===== src/rtl/swfc_pkg.sv =====
package swfc_pkg;
   typedef enum logic [1:0] {SQ_IDLE, SQ_FIRST, SQ_SECOND} seq_state_t;
   typedef enum logic {K_PAUSE, K_RESUME} ctl_kind_t;
   localparam logic [1:0] MODE_OFF  = 2'b00;
   localparam logic [1:0] MODE_A    = 2'b01;
   localparam logic [1:0] MODE_B    = 2'b10;
   localparam logic [1:0] MODE_PAIR = 2'b11;
endpackage


===== src/rtl/swfc_level_watch.sv =====
module swfc_level_watch #(
   parameter int CW    = 7,
   parameter int NIB   = 4,
   parameter int SHIFT = 2,
   parameter int DEPTH = 64
) (
   input  logic [CW-1:0]    level,
   input  logic [2*NIB-1:0] trig,
   output logic             above_halt,
   output logic             at_resume
);
   localparam int MAX_LVL = ((1 << NIB) - 1) << SHIFT;

   generate
      if (CW < NIB + SHIFT) begin : g_bad_cw
         $error("level width too narrow for scaled threshold");
      end
      if (MAX_LVL > DEPTH) begin : g_bad_scale
         $error("scaled threshold exceeds FIFO depth");
      end
   endgenerate

   logic [CW-1:0] halt_lvl;
   logic [CW-1:0] resume_lvl;

   assign halt_lvl   = CW'(trig[NIB-1:0]) << SHIFT;
   assign resume_lvl = CW'(trig[2*NIB-1:NIB]) << SHIFT;
   assign above_halt = level > halt_lvl;
   assign at_resume  = level <= resume_lvl;
endmodule


===== src/rtl/swfc_char_fit.sv =====
module swfc_char_fit #(
   parameter int W     = 8,
   parameter bit SHORT = 1'b1
) (
   input  logic [W-1:0] code,
   input  logic [1:0]   wl,
   output logic [W-1:0] fitted
);
   generate
      if (W < 4) begin : g_bad_w
         $error("character width must allow four length settings");
      end
      if (SHORT) begin : g_trim
         logic [W-1:0] keep;
         assign keep   = {W{1'b1}} >> (2'd3 - wl);
         assign fitted = code & keep;
      end else begin : g_full
         assign fitted = code;
      end
   endgenerate
endmodule


===== src/rtl/swfc_seq.sv =====
module swfc_seq
   import swfc_pkg::*;
(
   input  logic       clk,
   input  logic       rst_n,
   input  logic       above_halt,
   input  logic       at_resume,
   input  logic [1:0] mode,
   input  logic       ready,
   output logic       sel,
   output logic       use_b,
   output ctl_kind_t  kind
);
   seq_state_t state;
   logic       paused;
   logic       pair;
   logic       only_b;
   logic       want_pause;
   logic       want_resume;

   assign want_pause  = !paused && above_halt && (mode != MODE_OFF);
   assign want_resume = paused && at_resume && (mode != MODE_OFF);

   always_ff @(posedge clk or negedge rst_n) begin
      if (!rst_n) begin
         state  <= SQ_IDLE;
         paused <= 1'b0;
         pair   <= 1'b0;
         only_b <= 1'b0;
         kind   <= K_PAUSE;
      end else begin
         unique case (state)
            SQ_IDLE: begin
               if (want_pause || want_resume) begin
                  kind   <= want_pause ? K_PAUSE : K_RESUME;
                  paused <= want_pause;
                  pair   <= (mode == MODE_PAIR);
                  only_b <= (mode == MODE_B);
                  state  <= SQ_FIRST;
               end
            end
            SQ_FIRST: begin
               if (ready) state <= pair ? SQ_SECOND : SQ_IDLE;
            end
            SQ_SECOND: begin
               if (ready) state <= SQ_IDLE;
            end
            default: state <= SQ_IDLE;
         endcase
      end
   end

   assign sel   = (state != SQ_IDLE);
   assign use_b = (state == SQ_SECOND) || ((state == SQ_FIRST) && only_b);


   pause_once_chk: assert property (@(posedge clk) disable iff (!rst_n)
      (state == SQ_IDLE && paused) |=> !(state == SQ_FIRST && kind == K_PAUSE));

   mode_off_chk: assert property (@(posedge clk) disable iff (!rst_n)
      (state == SQ_IDLE && mode == MODE_OFF) |=> (state == SQ_IDLE));

   pair_follow_chk: assert property (@(posedge clk) disable iff (!rst_n)
      (state == SQ_FIRST && pair && ready) |=> (state == SQ_SECOND));
endmodule


===== src/rtl/swfc_tx_gen.sv =====
module swfc_tx_gen
   import swfc_pkg::*;
#(
   parameter int DEPTH = 64,
   parameter int W     = 8,
   parameter int NIB   = 4,
   parameter int SHIFT = 2,
   parameter bit SHORT = 1'b1,
   localparam int CW   = $clog2(DEPTH + 1)
) (
   input  logic             clk,
   input  logic             rst_n,
   input  logic [CW-1:0]    rx_level,
   input  logic [2*NIB-1:0] trig_cfg,
   input  logic [1:0]       tx_mode,
   input  logic [1:0]       word_len,
   input  logic [W-1:0]     pause_code_a,
   input  logic [W-1:0]     pause_code_b,
   input  logic [W-1:0]     resume_code_a,
   input  logic [W-1:0]     resume_code_b,
   input  logic             shifter_ready,
   output logic [W-1:0]     tx_byte,
   output logic             tx_valid,
   output logic             ctrl_sel
);
   logic         above_halt;
   logic         at_resume;
   logic         use_b;
   ctl_kind_t    kind;
   logic [W-1:0] raw_code;

   swfc_level_watch #(.CW(CW), .NIB(NIB), .SHIFT(SHIFT), .DEPTH(DEPTH)) u_watch (
      .level      (rx_level),
      .trig       (trig_cfg),
      .above_halt (above_halt),
      .at_resume  (at_resume)
   );

   swfc_seq u_seq (
      .clk        (clk),
      .rst_n      (rst_n),
      .above_halt (above_halt),
      .at_resume  (at_resume),
      .mode       (tx_mode),
      .ready      (shifter_ready),
      .sel        (ctrl_sel),
      .use_b      (use_b),
      .kind       (kind)
   );

   always_comb begin
      if (kind == K_PAUSE) raw_code = use_b ? pause_code_b : pause_code_a;
      else                 raw_code = use_b ? resume_code_b : resume_code_a;
   end

   swfc_char_fit #(.W(W), .SHORT(SHORT)) u_fit (
      .code   (raw_code),
      .wl     (word_len),
      .fitted (tx_byte)
   );

   assign tx_valid = ctrl_sel && shifter_ready;


   hold_chk: assert property (@(posedge clk) disable iff (!rst_n)
      (ctrl_sel && !shifter_ready) |=> ctrl_sel);

   trim_chk: assert property (@(posedge clk) disable iff (!rst_n)
      (ctrl_sel && word_len == 2'b00) |-> (tx_byte[W-1:W-3] == 3'b000));
endmodule


===== config.mk =====
export PLATFORM = sky130hd
export DESIGN_NAME = swfc_tx_gen
export DESIGN_NICKNAME = d
export VERILOG_FILES = /design/src/rtl/swfc_pkg.sv /design/src/rtl/swfc_level_watch.sv /design/src/rtl/swfc_char_fit.sv /design/src/rtl/swfc_seq.sv /design/src/rtl/swfc_tx_gen.sv
export SDC_FILE = /design/constraint.sdc
export NUM_CORES = 1
export LEC_CHECK = 0
export CAP_MARGIN = 5
export CORE_ASPECT_RATIO = 1.4
export CORE_MARGIN = 3
export CORE_UTILIZATION = 30
export DETAILED_ROUTE_END_ITERATION = 10
export HOLD_SLACK_MARGIN = 0.05
export PLACE_DENSITY = 0.77
export RECOVER_POWER = 25
export REMOVE_ABC_BUFFERS = 1
export SLEW_MARGIN = 10
export SYNTH_ARGS = -nofsm -noshare
export SYNTH_HDL_FRONTEND = slang
export SYNTH_SLANG_ARGS = --single-unit

===== constraint.sdc =====
create_clock -name clk -period 3.4 [get_ports clk]
set_clock_uncertainty 0.2 [all_clocks]
set_input_delay 0.68 -clock clk [delete_from_list [all_inputs] [get_ports clk]]
set_output_delay 0.68 -clock clk [all_outputs]
set_load 0.1 [all_outputs]

# After elaboration in Yosys (flattened, before gate mapping)
# Index checks and enable logic that the tools add are counted.
word_totals:
  reg_bits: 6
  inputBits: 54
  output_inout_bits: 10
  elab_cells: 40
op_classes:
  add_sub_neg: 1
  order_cmp: 2
  eq_ne: 7
  shift: 1
  muxes: 9
  n_bitwise: 1
  n_reduce_logical: 14
op_table:
  columns: ["cell", "n"]
  rows:
  - ["$mux 8", 3]
  - ["$and 8x8->8", 1]
  - ["$mux 2", 4]
  - ["$shr 8x2->8 const A", 1]
  - ["$gt 7x6->1", 1]
  - ["$le 7x6->1", 1]
  - ["$eq 2x2->1 const B", 3]
  - ["$logic_and 1x1->1", 6]
  - ["$pmux 2 s3", 1]
  - ["$ne 2x2->1 const B", 2]
  - ["$reduce_bool 2->1", 2]
  - ["$reduce_and 3->1", 1]
  - ["$eq 2x1->1 const B", 1]
  - ["$logic_not 2->1", 1]
  - ["$logic_or 1x1->1", 2]
  - ["$ne 2x1->1 const B", 1]
  - ["$reduce_and 2->1", 1]
  - ["$sub 2x2->2 const A", 1]
  - ["$logic_not 1->1", 1]
  - ["$mux 1", 1]

# Logic depth before layout (Yosys ltp)
depth:
  ltp_word: 6
  ltp_mapped: 7
  depth_no_buf: 7

# Hierarchy
# A second synthesis with hierarchy kept.
unflattened:
  cells_unflattened: 77
  area_unflattened_um2: 778.2
modules_own_cells:
  columns: ["module", "n_inst", "cells_each", "area_each_um2", "seq_area_each_um2"]
  rows:
  - ["swfc_seq", 1, 28, 302.8, 150.1]
  - ["swfc_level_watch", 1, 30, 214.0, 0.0]
  - ["swfc_tx_gen", 1, 11, 202.7, 0.0]
  - ["swfc_char_fit", 1, 8, 58.8, 0.0]

# Worst setup path before layout
# OpenSTA, ideal clock, no wires.
synth_path:
  kind: "register to output"
  startpoint: "reg u_seq.state[1]"
  endpoint: "out tx_byte[7]"
  arrival_ns: 2.476
  t_required_ns: 2.520
  setup_slack_ns: 0.044
  stages_incl_launch_ff: 6
  path_buffers: 0
  cell_sequence: "dfrtp_1 > nand2b_4 > o21ai_4 > mux2i_1 > a21oi_1 > a21boi_1"
synth_via:
  elab_chain_cells: 6
  elab_cells_between_ends: 8
  cone_classes: "2 x eq/ne; 3 x mux; 1 x bitwise; 2 x reduce/logical"
synth_lines:
  columns: ["item", "line", "text"]
  rows:
  - ["start, declared", "swfc_seq.sv:14", "seq_state_t state;"]
  - ["start signal, assigned", "swfc_seq.sv:43", "if (ready) state <= pair ? SQ_SECOND : SQ_IDLE;"]
  - ["$eq 2x1->1", "swfc_seq.sv:54", "assign use_b = (state == SQ_SECOND) || ((state == SQ_FIRST) && only_b);"]
  - ["$logic_and 1x1->1", "swfc_seq.sv:54", null]
  - ["$logic_or 1x1->1 *", "swfc_seq.sv:54", null]
  - ["$mux 8 (on tied branches)", "swfc_tx_gen.sv:52, swfc_tx_gen.sv:53", null]
  - ["$mux 8 *", "swfc_tx_gen.sv:52", "if (kind == K_PAUSE) raw_code = use_b ? pause_code_b : pause_code_a;"]
  - ["$and 8x8->8 *", "swfc_char_fit.sv:16", "assign fitted = code & keep;"]
  - ["end, declared", "swfc_tx_gen.sv:22", "output logic [W-1:0] tx_byte,"]
# Mark *: on every way between the ends. The rest lies on a longest branch, timed or not.

# Worst setup path in the final report
layout_path:
  startpoint: "in pause_code_b[6]"
  endpoint: "out tx_byte[6]"
layout_via:
  elab_chain_cells: 3
layout_lines:
  columns: ["item", "line", "text"]
  rows:
  - ["start, declared", "swfc_tx_gen.sv:18", "input logic [W-1:0] pause_code_b,"]
  - ["$mux 8 (2 in series)", "swfc_tx_gen.sv:52", null]
  - ["$and 8x8->8", "swfc_char_fit.sv:16", null]
# Every way passes these cells.

==> metrics.md <==
| Metric | Value |
|---|---|
| Root Driver | `clkbuf_4` |
| Max_slew headroom | `between 60% and 70%` |
| P_leak | `approximately 0.61 nW` |
| Slowest stage delay, CP | `around 460 ps` |
| Fin area | `1440 sq um` |
| Final Max Tran Viols | `0` |
| Placer Congestion | `0.765` |
| Metal2 WL | `~1.2 mm` |
| Vias | `839` |
| Post-cts sizing count | `0` |
| Mapped Area | `around 740 sq um` |
| Top fanout value on the critical path | `1` |
| Max Cap Viol | `0` |
| Final net count | `200` |
| CTS tree | `done` |
| Switching share of power | `a little under three fifths` |
| Non-filler cells in the finished layout | `around 160` |
| CP Buf/Inv Count | `2` |
| Final setup viols | `0` |
| Int Pwr | `roughly 440 uW` |
| # DRC | `0` |
| Detailed Route WL | `2.45 mm` |
| Most common cell after layout, fill and taps aside | `clkdlybuf4s50_1` |
| Met1 wire length | `about 760 microns` |
| Setup bufs post-CTS | `0` |
| Fillers | `between 150 and 200` |
| Cells after Synth | `71` |
| Antenna diodes | `0` |
| VDD IR max | `0.000347 V` |
| CP max-delay cell | `mux4_2` |
| Max H-tree Level | `1` |
| Fmax | `about 360 MHz` |
| CTS sink cnt | `6` |
| Initial Util | `about 33%` |
| Layout cells sized above 1 | `between 10% and 20%` |
| Core Region | `2250 sq um` |
| Asr flop ratio synth | `100%` |
| Comb power frac | `between 70 and 80%` |
| DRT antenna net count | `0` |
| Clock network fraction of design power | `approximately 6.6%` |
| RSZ-0062 raised after global routing | `no` |
| Crit path DAT | `1890 ps` |
| Initial antenna violation count | `0` |
| Post-DR vias/cell | `about 5.3` |
| Worst-skew pair later-pin latency | `250 ps` |
| Met3 WL | `421 microns` |
| Crit-path cells | `clkdlybuf4s50_1, mux4_2, and2_1, buf_12` |
| Pwr Total | `1.02 mW` |
| Die Y | `roughly 65 microns` |
| CTS max path bufs | `2` |
| Post-Place Cell Area | `between 1000 and 1500 sq um` |
| Seq pwr share | `between 10% and 20%` |
| Die X | `around 48 microns` |
| Final period util | `just over 80%` |
| Clock-pin slew on the worst setup and hold paths | `around 40 ps` |
| Sequential share of the synthesized area | `between 20% and 30%` |
| Multi-input logic area | `approximately 550 sq um` |
| Detailed Place HPWL | `around 2.3 mm` |
| YS warnings | `0` |
| Drt pass-1 iters | `2` |
| Worst slew pin tran | `approximately 450 ps` |
| Req. time, crit path | `roughly 2500 ps` |
| First-pass GRT wire length | `roughly 3.3 mm` |
| Sw Pwr | `roughly 580 uW` |
| Total CTS buffers | `3` |
| Layout area overhead | `94.3%` |
| Syn Area/Cell | `10.5 sq um` |
| Critical path class | `input pin to output pin` |
| Drt wl/cell | `15.5 microns` |
| Final Hold Vio Count | `0` |
| Status | `complete, no violations` |
| Largest net degree at the start of global routing | `10` |
| Placement Rows | `20` |
| IO Count | `64` |
| Number of port buffers | `63` |
| Number of synthesized flops with an enable pin | `0` |
| Setup TNS Final | `0 ps` |
| Hold slack final | `between 300 and 400 ps` |
| Die Area | `a little over 3000 sq um` |
| DP Cell Count | `around 160` |
| Vias in the first global route | `860` |
| DR top layer | `met4` |
| Most frequent cells in the layout | `clkdlybuf4s50_1 (52), inv_1 (10), ha_1 (8)` |
| FF+latch count, synth | `6` |
| Most used DFF post-synth | `dfrtp_1` |
| All-layer global routing usage | `15.0%` |
| CP top delay family | `buffers and inverters` |
| DRT iter0 DRCs | `2` |
| Register Area | `~150 sq um` |
| CP endpoint kind | `output pin` |
| Overflow after GRT | `0` |
| Worst Setup Start Kind | `input pin` |
| Hold Path Class | `flop to flop` |
| Tmin final | `roughly 2800 ps` |
| Synth cell types | `30` |
| CTS Hold Bufs | `0` |
| Cell Pwr Density | `between 700 and 800 nW/um^2` |
-- power groups by stage --
stage	Sequential, mW	Combinational (mW)	Clock [mW]
after CTS	0.143	0.815	0.0685
after global routing	0.150	0.845	0.0695
after floorplan	0.135	0.597	0
after detailed placement	0.144	0.814	0
final	0.141	0.808	0.0672
after global placement	0.142	0.808	0
-- tightest hold or removal path, cell delays in order (launching register included) --
cell and delay (ps):
dfrtp_1 370, inv_1 50, mux2i_1 50
-- synth_stat cells (2+ instances only) --
cell	n	area share, %
inv_1	10	5.1
nand4_1	2	1.7
dfrtp_1	6	20
nor2_1	2	1.0
nor3_1	2	1.3
nand2b_1	3	2.5
and2_1	2	1.7
nand2_1	3	1.5
nand2b_4	2	3.7
o21a_1	2	2.0
ha_1	8	13
mux2i_1	4	5.4
mux4_2	7	21
a21oi_1	2	1.3
-- cell type report --
type                            count  area share (%)
Sequential cell                     6            10.4
Inverter                           11            2.86
Timing Repair Buffer               63            45.4
Clock buffer                        3            1.56
Tap cell                           22            1.91
Multi-Input combinational cell     53            37.9
-- worst paths after layout --
kind | from | slack (ps) | end | cells past startpoint
worst min register to register | u_seq.pair | 320 | u_seq.pair | 2
min in group asynchronous | rst_n | 540 | u_seq.state[0] | 1
max in group asynchronous | rst_n | 2240 | u_seq.only_b | 1
worst max register to register | u_seq.state[0] | 1660 | u_seq.only_b | 5
worst min-delay path | u_seq.pair | 320 | u_seq.pair | 2
worst max-delay path | pause_code_b[6] | 630 | tx_byte[6] | 4
-- through the flow --
stage	util, %	setup WS, ps
6_report	64.1	626
5_1_grt	64.1	543
4_1_cts	64.1	619
3_5_place_dp	63.1	562
3_3_place_gp	63.1	596
2_1_floorplan	-	43.8
-- logic make-up (layout without fill, tap and decap cells) --
kind of cell	after synthesis	count (layout)	synth area share, %
flops	6	6	20.2
mux	11	11	26.6
buf+inv	12	77	6.23
fa+ha+maj	8	8	13.5
compound gates	14	14	15.5
simple gates	20	20	18.0
-- state kept, by name (all words and copies together) (netlist names) --
signal / count
u_seq.kind: 1
u_seq.paused: 1
u_seq.pair: 1
u_seq.state: 2
u_seq.only_b: 1
-- per-layer routing --
metal  up-vias  GRT usage, %
met2        71          30.0
li1        399             -
met3         7          5.00
met1       362          11.4
met4         0          6.06
met5         -             0
(Power assumes the default switching activity.)
